--- src/rtl/keyguard_pkg.sv ---
package keyguard_pkg;

    localparam int BYTE_W  = 8;
    localparam int KEY_LEN = 4;

    localparam logic [BYTE_W-1:0] RELOCK_BYTE    = 8'h35;
    localparam logic [BYTE_W-1:0] KEY_RESET_VAL  = 8'hF3;

    typedef enum logic [2:0] {
        KS_IDLE,
        KS_GOT1,
        KS_GOT2,
        KS_GOT3,
        KS_OPEN
    } key_state_t;

    // Expected byte at each position of the unlock pattern
    function automatic logic [BYTE_W-1:0] key_byte(input int idx);
        logic [BYTE_W-1:0] b;
        case (idx)
            0:       b = 8'h32;
            1:       b = 8'h5D;
            2:       b = 8'h42;
            default: b = 8'hAC;
        endcase
        return b;
    endfunction

endpackage

--- src/rtl/key_seq_fsm.sv ---
module key_seq_fsm
    import keyguard_pkg::*;
(
    input  logic              clk,
    input  logic              rst,
    input  logic              key_wr,
    input  logic [BYTE_W-1:0] key_wdata,
    output logic              key_ok
);

    key_state_t state_q;
    key_state_t state_d;
    logic [KEY_LEN-1:0] match_vec;
    logic               relock_hit;
    key_state_t         restart_state;

    // One comparator per pattern position
    generate
        for (genvar i = 0; i < KEY_LEN; i++) begin : g_match
            assign match_vec[i] = (key_wdata == key_byte(i));
        end
    endgenerate

    assign relock_hit    = (key_wdata == RELOCK_BYTE);
    assign restart_state = match_vec[0] ? KS_GOT1 : KS_IDLE;

    // State register
    always_ff @(posedge clk) begin
        if (rst) begin
            state_q <= KS_IDLE;
        end else begin
            state_q <= state_d;
        end
    end

    // Next-state logic
    always_comb begin
        state_d = state_q;
        if (key_wr) begin
            unique case (state_q)
                KS_IDLE: state_d = match_vec[0] ? KS_GOT1 : KS_IDLE;
                KS_GOT1: state_d = match_vec[1] ? KS_GOT2 : restart_state;
                KS_GOT2: state_d = match_vec[2] ? KS_GOT3 : restart_state;
                KS_GOT3: state_d = match_vec[3] ? KS_OPEN : restart_state;
                KS_OPEN: state_d = relock_hit   ? KS_IDLE : KS_OPEN;
                default: state_d = KS_IDLE;
            endcase
        end
    end

    // Output logic
    always_comb begin
        unique case (state_q)
            KS_OPEN: key_ok = 1'b1;
            default: key_ok = 1'b0;
        endcase
    end

endmodule

--- src/rtl/guarded_cfg_reg.sv ---
module guarded_cfg_reg
    import keyguard_pkg::*;
#(
    parameter int OUT_BIT = 7,
    parameter int RST_BIT = 0
) (
    input  logic              clk,
    input  logic              rst,
    input  logic              strap,
    input  logic              wr_req,
    input  logic              unlocked,
    input  logic              timeout,
    input  logic [BYTE_W-1:0] wdata,
    output logic              out_en,
    output logic              rst_en
);

    logic wr_accept;

    assign wr_accept = wr_req & unlocked;

    always_ff @(posedge clk) begin
        if (rst) begin
            out_en <= strap;
            rst_en <= 1'b1;
        end else if (timeout) begin
            out_en <= 1'b0;
            rst_en <= 1'b0;
        end else if (wr_accept) begin
            out_en <= wdata[OUT_BIT];
            rst_en <= wdata[RST_BIT];
        end
    end

endmodule

--- src/rtl/reg_read_mux.sv ---
module reg_read_mux
    import keyguard_pkg::*;
#(
    parameter int ADDR_W   = 8,
    parameter int CFG_OFS  = 0,
    parameter int STAT_OFS = 2,
    parameter int KEY_OFS  = 3,
    parameter int STAT_BIT = 6,
    parameter int OUT_BIT  = 7,
    parameter int RST_BIT  = 0
) (
    input  logic [ADDR_W-1:0] rd_addr,
    input  logic              out_en,
    input  logic              rst_en,
    input  logic              key_ok,
    input  logic [BYTE_W-1:0] key_data,
    output logic [BYTE_W-1:0] rd_data
);

    localparam logic [ADDR_W-1:0] A_CFG  = ADDR_W'(CFG_OFS);
    localparam logic [ADDR_W-1:0] A_STAT = ADDR_W'(STAT_OFS);
    localparam logic [ADDR_W-1:0] A_KEY  = ADDR_W'(KEY_OFS);

    logic [BYTE_W-1:0] cfg_word;
    logic [BYTE_W-1:0] stat_word;

    always_comb begin
        cfg_word          = '0;
        cfg_word[OUT_BIT] = out_en;
        cfg_word[RST_BIT] = rst_en;
        stat_word           = '0;
        stat_word[STAT_BIT] = key_ok;
    end

    always_comb begin
        if (rd_addr == A_CFG) begin
            rd_data = cfg_word;
        end else if (rd_addr == A_STAT) begin
            rd_data = stat_word;
        end else if (rd_addr == A_KEY) begin
            rd_data = key_data;
        end else begin
            rd_data = '0;
        end
    end

endmodule

--- src/rtl/keyed_reg_guard.sv ---
module keyed_reg_guard
    import keyguard_pkg::*;
#(
    parameter int ADDR_W   = 8,
    parameter int CFG_OFS  = 0,
    parameter int STAT_OFS = 2,
    parameter int KEY_OFS  = 3,
    parameter int STAT_BIT = 6,
    parameter int OUT_BIT  = 7,
    parameter int RST_BIT  = 0
) (
    input  logic              clk,
    input  logic              rst,
    input  logic [ADDR_W-1:0] bus_addr,
    input  logic              bus_wr,
    input  logic [7:0]        bus_wdata,
    output logic [7:0]        bus_rd_data,
    input  logic              strap_out_en,
    input  logic              wdt_timeout,
    output logic              cfg_out_en,
    output logic              cfg_rst_en,
    output logic              key_ok
);

    localparam logic [ADDR_W-1:0] A_CFG = ADDR_W'(CFG_OFS);
    localparam logic [ADDR_W-1:0] A_KEY = ADDR_W'(KEY_OFS);

    logic              key_wr;
    logic              cfg_wr;
    logic [BYTE_W-1:0] key_data_q;

    assign key_wr = bus_wr && (bus_addr == A_KEY);
    assign cfg_wr = bus_wr && (bus_addr == A_CFG);

    // Key data holding register (read/write)
    always_ff @(posedge clk) begin
        if (rst) begin
            key_data_q <= KEY_RESET_VAL;
        end else if (key_wr) begin
            key_data_q <= bus_wdata;
        end
    end

    key_seq_fsm u_seq (
        .clk       (clk),
        .rst       (rst),
        .key_wr    (key_wr),
        .key_wdata (bus_wdata),
        .key_ok    (key_ok)
    );

    guarded_cfg_reg #(
        .OUT_BIT (OUT_BIT),
        .RST_BIT (RST_BIT)
    ) u_cfg (
        .clk      (clk),
        .rst      (rst),
        .strap    (strap_out_en),
        .wr_req   (cfg_wr),
        .unlocked (key_ok),
        .timeout  (wdt_timeout),
        .wdata    (bus_wdata),
        .out_en   (cfg_out_en),
        .rst_en   (cfg_rst_en)
    );

    reg_read_mux #(
        .ADDR_W   (ADDR_W),
        .CFG_OFS  (CFG_OFS),
        .STAT_OFS (STAT_OFS),
        .KEY_OFS  (KEY_OFS),
        .STAT_BIT (STAT_BIT),
        .OUT_BIT  (OUT_BIT),
        .RST_BIT  (RST_BIT)
    ) u_rd (
        .rd_addr  (bus_addr),
        .out_en   (cfg_out_en),
        .rst_en   (cfg_rst_en),
        .key_ok   (key_ok),
        .key_data (key_data_q),
        .rd_data  (bus_rd_data)
    );

endmodule

--- config.mk ---
export PLATFORM = sky130hd
export DESIGN_NAME = keyed_reg_guard
export DESIGN_NICKNAME = d
export VERILOG_FILES = /design/src/rtl/keyguard_pkg.sv /design/src/rtl/key_seq_fsm.sv /design/src/rtl/guarded_cfg_reg.sv /design/src/rtl/reg_read_mux.sv /design/src/rtl/keyed_reg_guard.sv
export SDC_FILE = /design/constraint.sdc
export NUM_CORES = 1
export LEC_CHECK = 0
export ABC_CLOCK_PERIOD_IN_PS = 1200
export BUFFER_PORTS_ARGS = -buffer_cell sky130_fd_sc_hd__buf_2
export CAP_MARGIN = 20
export CORE_MARGIN = 2
export CORE_UTILIZATION = 44
export CTS_BUF_LIST = sky130_fd_sc_hd__clkbuf_4
export CTS_CLUSTER_DIAMETER = 50
export DETAILED_ROUTE_END_ITERATION = 7
export PLACE_DENSITY = 0.77
export SLEW_MARGIN = 20
export SYNTH_ARGS = -nofsm -noshare
export SYNTH_HDL_FRONTEND = slang
export SYNTH_SLANG_ARGS = --single-unit
--- constraint.sdc ---
create_clock -name clk -period 1.2 [get_ports clk]
set_input_delay 0.24 -clock clk [delete_from_list [all_inputs] [get_ports clk]]
set_output_delay 0.24 -clock clk [all_outputs]
set_load 0.005 [all_outputs]
==> results of run 1 <==
-- through the flow --
step                      TNS, ps  hold WS [ps]  setup slack (ps)  total power, mW
after floorplan              -412           353             -37.2            0.506
after global placement      -4640           452              -283            0.586
after detailed placement    -4990           456              -304            0.589
after CTS                   -2770           160              -312            0.890
after global routing        -3790           149              -363            0.934
final                       -2890           154              -315            0.901
-- report_power, final --
group | leakage [nW] | switching [mW] | total (mW) | internal (mW)
sequential | 0.110 | 0.00363 | 0.445 | 0.441
clock | 0.0184 | 0.156 | 0.308 | 0.152
combinational | 0.471 | 0.0737 | 0.148 | 0.0740
-- flip-flops by register name (all words and copies together), names as in the netlist --
signal         flops
key_data_q         8
u_cfg.out_en       1
u_cfg.rst_en       1
u_seq.state_q      3
-- cell usage in the layout (no fill, tap or decap), drive strengths merged --
cell and n:
and3 1, nand2 16, a22oi 1, edfxtp 1, a31o 1, a31oi 1, nand4b 1, nand4 1
nor3 1, nand3 7, nor3b 4, inv 1, a21oi 3, nor4b 2, nand4bb 1, and2 5
buf 51, nand2b 1, clkbuf 4, mux2i 10, o31ai 1, dfxtp 12, nor2 9, nor4bb 2
o41ai 1, nor4 2, o21ai 3
-- layout make-up --
| class | count | area (um^2) | area share |
|---|---|---|---|
| well taps | 25 | 31.3 | 0.0250 |
| inverters | 1 | 3.75 | 0.00300 |
| multi-input cells | 74 | 556 | 0.444 |
| flip-flops and latches | 13 | 277 | 0.221 |
| clock buffers | 4 | 30.0 | 0.0240 |
| repair buffers | 51 | 354 | 0.283 |
-- repair_timing --
item	CTS	global route
setup endpoints to repair	14	22
pin swaps	8	5
gates cloned	0	1
buffers inserted	5	0
resized for setup	13	9
hold buffers	0	0
-- routing by layer --
metal	vias up	wire (um)	global-route usage
met3	7	166	0.0588
met2	52	1180	0.369
li1	439	-	-
met5	-	0	0
met1	407	899	0.230
met4	0	43	0.114
-- worst max-delay path, cell delays in order, from the launching register on --
cell	delay, ps
dfxtp_2	370
nor3b_4	200
mux2i_1	100
nor3b_1	180
buf_2	140
-- cells in the mapped netlist, types with 2 or more instances --
cell type / n
and2_1: 5
nor3b_1: 3
nor4bb_1: 2
nand3_1: 5
nor4b_1: 2
nand2_1: 16
o21ai_0: 3
nor2_1: 9
clkbuf_1: 2
mux2i_1: 10
dfxtp_1: 12
a21oi_1: 3
-- worst min path at each step --
| stage | endpoint | slack, ps | cells after the start | startpoint |
|---|---|---|---|---|
| 2_1_floorplan | u_cfg.rst_en$_SDFFE_PP1P_ | 350 | 1 | wdt_timeout |
| 3_3_place_gp | key_data_q[1]$_SDFFE_PP1P_ | 450 | 2 | key_data_q[1]$_SDFFE_PP1P_ |
| 3_5_place_dp | key_data_q[5]$_SDFFE_PP1P_ | 460 | 2 | key_data_q[5]$_SDFFE_PP1P_ |
| 4_1_cts | u_cfg.rst_en$_SDFFE_PP1P_ | 160 | 2 | wdt_timeout |
| 5_1_grt | u_cfg.rst_en$_SDFFE_PP1P_ | 150 | 2 | wdt_timeout |
| 6_report | u_cfg.rst_en$_SDFFE_PP1P_ | 150 | 2 | wdt_timeout |
-- logic make-up after synthesis --
| logic type | share of synthesized area |
|---|---|
| buffers and inverters | 0.0348 |
| muxes | 0.127 |
| AOI/OAI and AO/OA | 0.103 |
| DFF | 0.342 |
| and+or+nand+nor | 0.394 |
==> impl_summary.md, run 1 <==
Route
The first detailed-routing pass ran for 4 iterations. Dividing the detail-routed wire length by the instance count gives 13.6 um. The final route contains 905 vias. Once detail routing completed, the nets flagged for antenna violations numbered 0. In the routed design, unresolved DRC markers number 0.

The final layout contains routed wiring with a total length of 2.29 mm. Dividing the detail-routed via count by the number of cells gives 5.39. The number of violations reported at the end of detailed-routing iteration 0 is 22.

Clock tree
At the later pin of the worst-skew pair, clock insertion delay measures 290 ps. No sink is reached through more buffers than the 2 on the longest clock path. CTS placed an instance of clkbuf_4 at the clock tree root. TritonCTS built the clock tree. The number of buffers created by CTS is 3.

The clock slew seen by the registers of the worst setup and hold paths is 80 ps. The clock drives 13 sinks. The deepest level of the CTS H-tree is 1.

Final layout
The ratio of cells with drive above 1 in the final layout is 0.510. Once layout is complete, the utilization of the core stands at 0.733. The number of antenna diodes is 0.

Relative to the synthesized area, the layout overhead comes to 58.2%. The count of non-filler cells in the finished layout is 168. The post-layout instance area is 0.00125 mm^2.

In the final design database the tool counted 165 nets. Counting the fill cells in the layout gives 130.

Power and ir drop
The ratio of total power to cell area is 720 mW/mm^2. The worst-case vdd ir drop is 804 uV. In this run the static leakage power is 0.599 nW.

Floorplan
The row count is 15. The I/O pin count is 32. The die area is 0.00215 mm^2. For this configuration, the core starts out at a cell density of 0.463.

The vertical die dimension is 46.4 um. The region available for standard cell placement spans 0.00171 mm^2. From left edge to right edge, the die measures 46.4 um.

STA
Setup violations remaining at the end of the flow were counted as 14. The count of final hold-check violations is 0. The clock skew is 1.81 ps. Once routing completed, OpenROAD measured the worst setup slack at -315 ps. Counting I/O delays and the setup requirement, the final critical path takes 1520 ps. The number of slew-limit violations in the final report was 0. For the pin with the worst max-slew slack, the measured transition is 472 ps. Setup repair after global routing could not meet its margin everywhere. The share of the clock period used by the worst path is 1.26.

Based on the critical path, the design can be clocked at up to 660 MHz. The remaining max-slew budget at the tightest pin is 0.681.

Outcome
The checks that failed: negative setup slack. The flow ran to the end, but the final reports show violations.

Synth
The mapped netlist covers 791 um^2. When the netlist entered floorplanning its net count stood at 112. Of the post-synthesis cell area, the dominant cell type holds 0.304.

The mean post-synth cell area is 8.69 um^2. The portion of the post-synthesis area used by sequential elements is 0.342. For this run, asynchronously set or reset flops after synthesis account for 0. The largest total area in the synthesized netlist belongs to dfxtp_1. In this run, distinct cell masters in the synthesized netlist total 31.

Ranked by total cell area, the synthesized netlist is headed by dfxtp_1 30%, mux2i_1 13%, nand2_1 7.6%. After synthesis the netlist holds a flip-flop and latch count of 13. The number of warnings printed during yosys synthesis is 0. The predominant post-synthesis flop cell is dfxtp_1. The number of instances in the synthesized netlist is 91. The number of enable flip-flop cells after synthesis is 1.

Worst setup path
In this run the critical register-to-register path is launched from u_seq.state_q[1]$_SDFFE_PP0P_. The largest fanout on the critical path is 5. The type of the worst setup path is flip-flop to output pin. The source of the critical timing path is u_seq.state_q[0]$_SDFFE_PP0P_. The launching element type of the critical path is a flip-flop. The register-to-register setup slack is -240 ps. The destination of the critical timing path is bus_rd_data[6]. The number of cells traversed by the worst register-to-register path is 5. The arrival time at the worst endpoint is 1280 ps.

The kind of end point of the critical path is an output pin. The end of the worst register-to-register path is u_seq.state_q[0]$_SDFFE_PP0P_. The data required time of the critical path is 960 ps.

GRT
The via count of the first global-routing pass is 807. Across every metal layer, demand over resource in global routing totals 0.213. The leftover overflow at the end of global routing is 0.

Entering global routing, the biggest net connects 15 pins. The number of antenna violations at the first check in global routing was 0. The first global-routing pass estimated 3.19 mm of wire.

Placement
The HPWL after detailed placement is 1.51 mm. The placed instances occupy a cell area of 0.00109 mm^2. Once placement completed, the tool counted placed cells totaling 158. The congestion estimate from routability-driven global placement came to 0.885. Port buffering added 31 buffers.

Run
The max-cap check violation count is 0.

Worst hold path
The worst hold-check path type is input pin to flip-flop.
Power figures use the tool's default switching activity.
==> run 2, diff against run 1 <==
--- a/config.mk
+++ b/config.mk
@@ -14,7 +14,9 @@
 export CTS_CLUSTER_DIAMETER = 50
 export DETAILED_ROUTE_END_ITERATION = 7
 export PLACE_DENSITY = 0.77
+export RECOVER_POWER = 100
 export SLEW_MARGIN = 20
 export SYNTH_ARGS = -nofsm -noshare
 export SYNTH_HDL_FRONTEND = slang
 export SYNTH_SLANG_ARGS = --single-unit
+export TNS_END_PERCENT = 50
==> impl_summary.md, run 2 (same netlist as run 1, synthesis figures left out) <==
STA
The number of slew-limit violations in the final report is 0 (unchanged). The slew at the pin closest to its max-slew limit is 492 ps (+19.6 ps). The minimum clock period after layout was 1510 ps (-5.45 ps).

The clock skew was 5.95 ps (+4.14 ps). The setup-violating endpoint count in the final report is 14 (unchanged). The timing-limited maximum frequency is 662 MHz (+0.36%). Setup repair after global routing could not meet its margin everywhere. The post-layout worst setup margin is -310 ps (+5.45 ps). The count of final hold-check violations is 0 (unchanged). The share of the clock period used by the worst path is 1.26 (-0.00454). The remaining max-slew budget at the tightest pin was 0.668 (-0.0132).

Outcome
The flow ran to the end, but the final reports show violations. The checks that failed: negative setup slack.

Final layout
The number of fillers in the final layout was 143 (+10%). Leaving out fill and tap cells, the most frequent cell in the layout is buf_2. The number of flip-flops under the largest register name is 8 (unchanged). The top cell types in the final layout, fill and taps aside, are 25 x buf_2, 17 x buf_4, 15 x nand2_1. More flip-flops sit in one register than any other, and that register is key_data_q. The ratio of cells with drive above 1 in the final layout is 0.450 (-0.0605). The count of non-filler cells in the finished layout was 165 (-1.8%). The number of antenna diodes is 0 (unchanged). The total number of nets in the final design is 162 (-1.8%). Compared with the post-synthesis result, the final layout area differs by 49.1%. The largest registers in the layout are key_data_q: 8 flops, u_seq.state_q: 3 flops.

Power and ir drop
The ratio of total power to cell area came to 753 mW/mm^2 (+4.6%). The worst-case vdd ir drop was 789 uV (-1.8%). The reported leakage power is 0.572 nW (-4.4%).

GRT
The pin count of the biggest net entering global routing is 15 (unchanged). The global routing usage on met1 came to 0.230 (unchanged). The via count of the first global-routing pass is 764 (-5.3%).

The met3 demand-to-capacity share in global routing is 0.0235 (-0.0353). The number of antenna violations at the first check in global routing was 0 (unchanged). The busiest layer in global routing is met2. The total global routing track utilization is 0.200 (-0.0120).

The first-pass GRT wire length was 3.07 mm (-3.7%). The met2 track utilization from global routing came to 0.356 (-0.0139). The leftover overflow at the end of global routing is 0 (unchanged).

Placement
The HPWL after detailed placement is 1.51 mm (unchanged). The routability congestion estimate from global placement is 0.885 (unchanged). The number of buffer cells added on primary ports is 31 (unchanged). The worst slack at placement was -304 ps (unchanged). The post-placement cell count came to 158 (unchanged).

Floorplan
The vertical die dimension is 46.4 um (unchanged). The die width is 46.4 um (unchanged). The total core area is 0.00171 mm^2 (unchanged). The row count is 15 (unchanged). The die area was 0.00215 mm^2 (unchanged). The initial cell density of the core is 0.463 (unchanged). The I/O pin count is 32 (unchanged).

Clock tree
The latest clock arrival within the worst-skew pair is 290 ps (about the same). The count of hold-fix buffers inserted at cts is 0 (unchanged). The deepest clock path buffer count is 2 (unchanged).

The root buffer cell chosen for the clock tree is clkbuf_4. The clock slew seen by the registers of the worst setup and hold paths was 80 ps (about the same). The number of buffers created by CTS is 3 (unchanged). TritonCTS built the clock tree. The number of clock sinks is 13 (unchanged). The deepest level of the CTS H-tree is 1 (unchanged).

Route
The final wirelength is 2.04 mm (-11%). The number of violations reported at the end of detailed-routing iteration 0 is 14 (-36%). The routed via count divided by cell count was 5.15 (-4.4%). The routed wirelength normalized by instance count is 12.4 um (-9.4%). The antenna violation net count after detailed routing is 0 (unchanged).

The detailed-route DRC error count is 0 (unchanged). The number of vias in the routed layout is 850 (-6.1%). The number of detailed-route iterations in the first pass came to 4 (unchanged).

Worst setup path
The data required time of the critical path is 960 ps (about the same). The most critical setup path has its startpoint at u_seq.state_q[1]$_SDFFE_PP0P_. The end of the worst register-to-register path is u_seq.state_q[0]$_SDFFE_PP0P_. The launching element type of the critical path is a flip-flop. The setup path with the least slack is of type flip-flop to output pin.

The arrival time at the worst endpoint is 1270 ps (about the same). The launch point of the worst reg-to-reg path is u_seq.state_q[1]$_SDFFE_PP0P_. In this run the worst setup path terminates at bus_rd_data[6]. The register-to-register setup slack is -270 ps (-30 ps). The number of cells traversed by the worst register-to-register path is 5 (unchanged). The largest fanout on the critical path is 2 (-3). The kind of end point of the critical path is an output pin.

Run
The max-cap check violation count came to 0 (unchanged).

Worst hold path
The worst hold-check path type is input pin to flip-flop. The hold path depth is 2 (unchanged).
==> run 2: area by class of cell <==
class	instances	area, um^2	share of cell area
clock buffer	4	30.0	0.0255
inverter	1	3.75	0.00318
multi-input combinational	73	528	0.448
sequential	13	277	0.235
tap	25	31.3	0.0265
timing repair buffer	49	309	0.262
==> run 2: how the worst min path moves through the flow <==
stage	from	to
CTS	wdt_timeout	u_cfg.rst_en$_SDFFE_PP1P_
floorplan	wdt_timeout	u_cfg.rst_en$_SDFFE_PP1P_
global route	wdt_timeout	u_cfg.rst_en$_SDFFE_PP1P_
finish	wdt_timeout	u_cfg.rst_en$_SDFFE_PP1P_
detailed placement	key_data_q[5]$_SDFFE_PP1P_	key_data_q[5]$_SDFFE_PP1P_
global placement	key_data_q[1]$_SDFFE_PP1P_	key_data_q[1]$_SDFFE_PP1P_
==> run 2: per-stage QoR <==
stage / TNS, ps / area [um^2] / hold WS (ps) / util / power (mW)
finish: -2730 / 1180 / 188 / 0.690 / 0.887
global route: -4000 / 1180 / 208 / 0.690 / 0.906
CTS: -2870 / 1160 / 160 / 0.682 / 0.886
detailed placement: -4990 / 1090 / 456 / 0.636 / 0.589
global placement: -4640 / 1090 / 452 / 0.636 / 0.586
floorplan: -412 / 815 / 353 / - / 0.506
==> run 2: critical path, cell delays in order, from the launching register on <==
cell and delay (ps):
dfxtp_4 360, nor3b_4 200, mux2i_1 100, nor3b_1 180, buf_2 140
==> run 2: power breakdown <==
| part | leakage (nW) | total [mW] | switching, mW | internal, mW |
|---|---|---|---|---|
| Clock | 0.0184 | 0.306 | 0.154 | 0.152 |
| Combinational | 0.444 | 0.137 | 0.0676 | 0.0696 |
| Sequential | 0.110 | 0.445 | 0.00365 | 0.441 |
| Total | 0.572 | 0.887 | 0.225 | 0.663 |
==> run 2: layer usage <==
layer / wire, um / share of wire
met2: 1030 / 0.50
met5: 0 / 0
met1: 832 / 0.41
met4: 37 / 0.018
met3: 142 / 0.070
==> run 2: what timing repair did <==
item / in CTS / in global routing
resized for setup: 8 / 4
setup buffers: 3 / 0
endpoints found under the setup margin: 14 / 19
cloned: 0 / 0
pin swaps: 5 / 3
==> run 3, diff against run 2 <==
--- a/config.mk
+++ b/config.mk
@@ -13,8 +13,9 @@
 export CTS_BUF_LIST = sky130_fd_sc_hd__clkbuf_4
 export CTS_CLUSTER_DIAMETER = 50
 export DETAILED_ROUTE_END_ITERATION = 7
-export PLACE_DENSITY = 0.77
+export PLACE_DENSITY_LB_ADDON = 0.08
 export RECOVER_POWER = 100
+export SETUP_SLACK_MARGIN = 0.02
 export SLEW_MARGIN = 20
 export SYNTH_ARGS = -nofsm -noshare
 export SYNTH_HDL_FRONTEND = slang
==> impl_summary.md, run 3 (same netlist as run 1, synthesis figures left out) <==
Worst setup path
The data required time of the critical path came to 960 ps (about the same). The arrival time at the worst endpoint is 1300 ps (+30 ps). The kind of end point of the critical path is an output pin.

The stage delay of the slowest cell on the critical path came to 350 ps (about the same). The launching element type of the critical path is a flip-flop. The worst register-to-register path ends at u_seq.state_q[0]$_SDFFE_PP0P_. Traced cell by cell, the critical path runs through nor3b_4 -> mux2i_1 -> nor3b_1 -> buf_2. For this design, the slowest cell found on the critical path is dfxtp_2. The number of cells traversed by the worst register-to-register path came to 4 (-1). The setup path with the least slack is of type flip-flop to output pin. The largest fanout on the critical path is 4 (+2). The launch point of the worst reg-to-reg path is u_seq.state_q[2]$_SDFFE_PP0P_. The register-to-register setup slack is -170 ps (+100 ps).

Route
The detailed router used layers up to and including met4. The antenna violation net count after detailed routing is 0 (unchanged). The final wirelength is 2.36 mm (+16%).

The routed via count divided by cell count came to 4.97 (-3.6%). The detailed-route DRC error count is 0 (unchanged). The routed wirelength normalized by instance count was 13.2 um (+6.8%). The number of violations reported at the end of detailed-routing iteration 0 was 19 (+5).

The number of detailed-route iterations in the first pass is 4 (unchanged). The detailed-routing wirelength on met1 is 961 um (+16%). The number of vias in the routed layout is 889 (+4.6%).

The total length of routed met3 wires was 101 um (-29%). The met2 routed wirelength came to 1.27 mm (+24%).

Floorplan
The initial cell density of the core came to 0.463 (unchanged). The row count is 15 (unchanged). The die width is 46.4 um (unchanged).

The I/O pin count is 32 (unchanged). The die area is 0.00215 mm^2 (unchanged). The vertical die dimension is 46.4 um (unchanged). The total core area is 0.00171 mm^2 (unchanged).

STA
Setup repair after global routing could not meet its margin everywhere. The worst hold margin is 157 ps (-31.1 ps). The share of the clock period used by the worst path is 1.28 (+0.0230).

The number of slew-limit violations in the final report is 0 (unchanged). The post-layout worst setup margin is -338 ps (-27.7 ps). The minimum clock period after layout is 1540 ps (+27.7 ps). The timing-limited maximum frequency is 650 MHz (-1.8%).

The slew at the pin closest to its max-slew limit is 421 ps (-71.1 ps). The setup-violating endpoint count in the final report is 22 (+8). The clock skew is 0.262 ps (-5.69 ps). The remaining max-slew budget at the tightest pin is 0.716 (+0.0481). The count of final hold-check violations was 0 (unchanged).

GRT
The first-pass GRT wire length was 3.34 mm (+8.8%). The pin count of the biggest net entering global routing was 15 (unchanged). The via count of the first global-routing pass is 800 (+4.7%). The leftover overflow at the end of global routing is 0 (unchanged). The number of antenna violations at the first check in global routing is 0 (unchanged). The total global routing track utilization is 0.222 (+0.0210).

Final layout
The area added between synthesis and finish is 69.5%. Leaving out fill and tap cells, the most frequent cells in the layout are 26 x buf_4, 25 x buf_2, 15 x nand2_1. The largest registers in the layout are key_data_q: 8 flops, u_seq.state_q: 3 flops. The ratio of cells with drive above 1 in the final layout is 0.532 (+0.0825).

The number of fillers in the final layout is 129 (-9.8%). The most flop-heavy register is key_data_q. The number of antenna diodes is 0 (unchanged).

The total number of nets in the final design is 176 (+8.6%). The number of flip-flops under the largest register name is 8 (unchanged). The post-layout instance area came to 0.00134 mm^2 (+14%). The library cell used most frequently in the layout, excluding fill and tap cells, is buf_4.

Outcome
The final reports fail on negative setup slack. The flow ran to the end, but the final reports show violations.

Clock tree
The number of clock sinks is 13 (unchanged). The deepest level of the CTS H-tree is 1 (unchanged). The number of buffers created by CTS is 3 (unchanged). The clock tree from TritonCTS is done.

The clock root buffer master is clkbuf_4. The latest clock arrival within the worst-skew pair was 280 ps (about the same). The deepest clock path buffer count is 2 (unchanged). The clock slew seen by the registers of the worst setup and hold paths is 80 ps (about the same).

Power and ir drop
The reported leakage power is 0.655 nW (+14%). The worst-case vdd ir drop is 582 uV (-26%). The overall power is 0.910 mW (+2.6%). The ratio of total power to cell area was 679 mW/mm^2 (-9.8%).

Run
The max-cap check violation count came to 0 (unchanged).

Placement
The post-detailed-placement cell area is 0.00114 mm^2 (+4.8%). The routability congestion estimate from global placement came to 0.885 (unchanged). The HPWL after detailed placement is 1.56 mm (+3.3%).

The number of buffer cells added on primary ports is 31 (unchanged). The worst slack at placement is -302 ps (+2.38 ps).

Worst hold path
The worst hold-check path type is input pin to flip-flop. The hold path depth is 2 (unchanged). The worst min-delay path startpoint is wdt_timeout. The worst hold path terminates at u_cfg.rst_en$_SDFFE_PP1P_.
[run 3: metal layers]
metal,up-vias,track usage
met2,28,0.406
li1,455,-
met4,0,0.0971
met5,-,0
met1,402,0.247
met3,4,0.0353
[run 3: critical path, delay by kind of cell (launching register included)]
family                 cells  cell delay, ps
buffers and inverters      1             150
flip-flops                 1             350
multiplexers               1             110
AND/OR/NAND/NOR            2             390
[run 3: timing repair]
action,CTS,global route
pin swaps,6,7
endpoints found under the setup margin,14,22
hold buffers,0,0
setup buffers,4,6
gates resized for setup,11,12
[run 3: cell type report]
cell class / count / area [um^2] / area share
Tap cell: 25 / 31.3 / 0.0233
Inverter: 1 / 3.75 / 0.00280
Clock buffer: 4 / 30.0 / 0.0224
Multi-Input combinational cell: 73 / 549 / 0.410
Sequential cell: 13 / 277 / 0.206
Timing Repair Buffer: 63 / 449 / 0.335
[run 3: how the worst max path moves through the flow]
stage	start	to	cells after the start
final	u_seq.state_q[1]$_SDFFE_PP0P_	bus_rd_data[6]	4
after global routing	u_seq.state_q[2]$_SDFFE_PP0P_	bus_rd_data[6]	4
after CTS	u_seq.state_q[1]$_SDFFE_PP0P_	bus_rd_data[6]	4
after detailed placement	bus_addr[6]	u_seq.state_q[0]$_SDFFE_PP0P_	6
after global placement	bus_addr[6]	u_seq.state_q[0]$_SDFFE_PP0P_	6
after floorplan	bus_addr[6]	key_data_q[0]$_SDFFE_PP1P_	5
[run 3: through the flow]
step                instances  TNS, ps   util
detailed placement        165    -4740  0.667
finish                    179    -3170  0.785
CTS                       173    -2310  0.727
global placement          165    -4550  0.667
floorplan                  91     -412      -
global route              179    -4470  0.785
[run 3: power by group]
part	internal, mW	leakage [nW]	total [mW]	switching, mW
clock	0.152	0.0184	0.307	0.155
combinational	0.0822	0.527	0.159	0.0765
sequential	0.441	0.110	0.445	0.00357
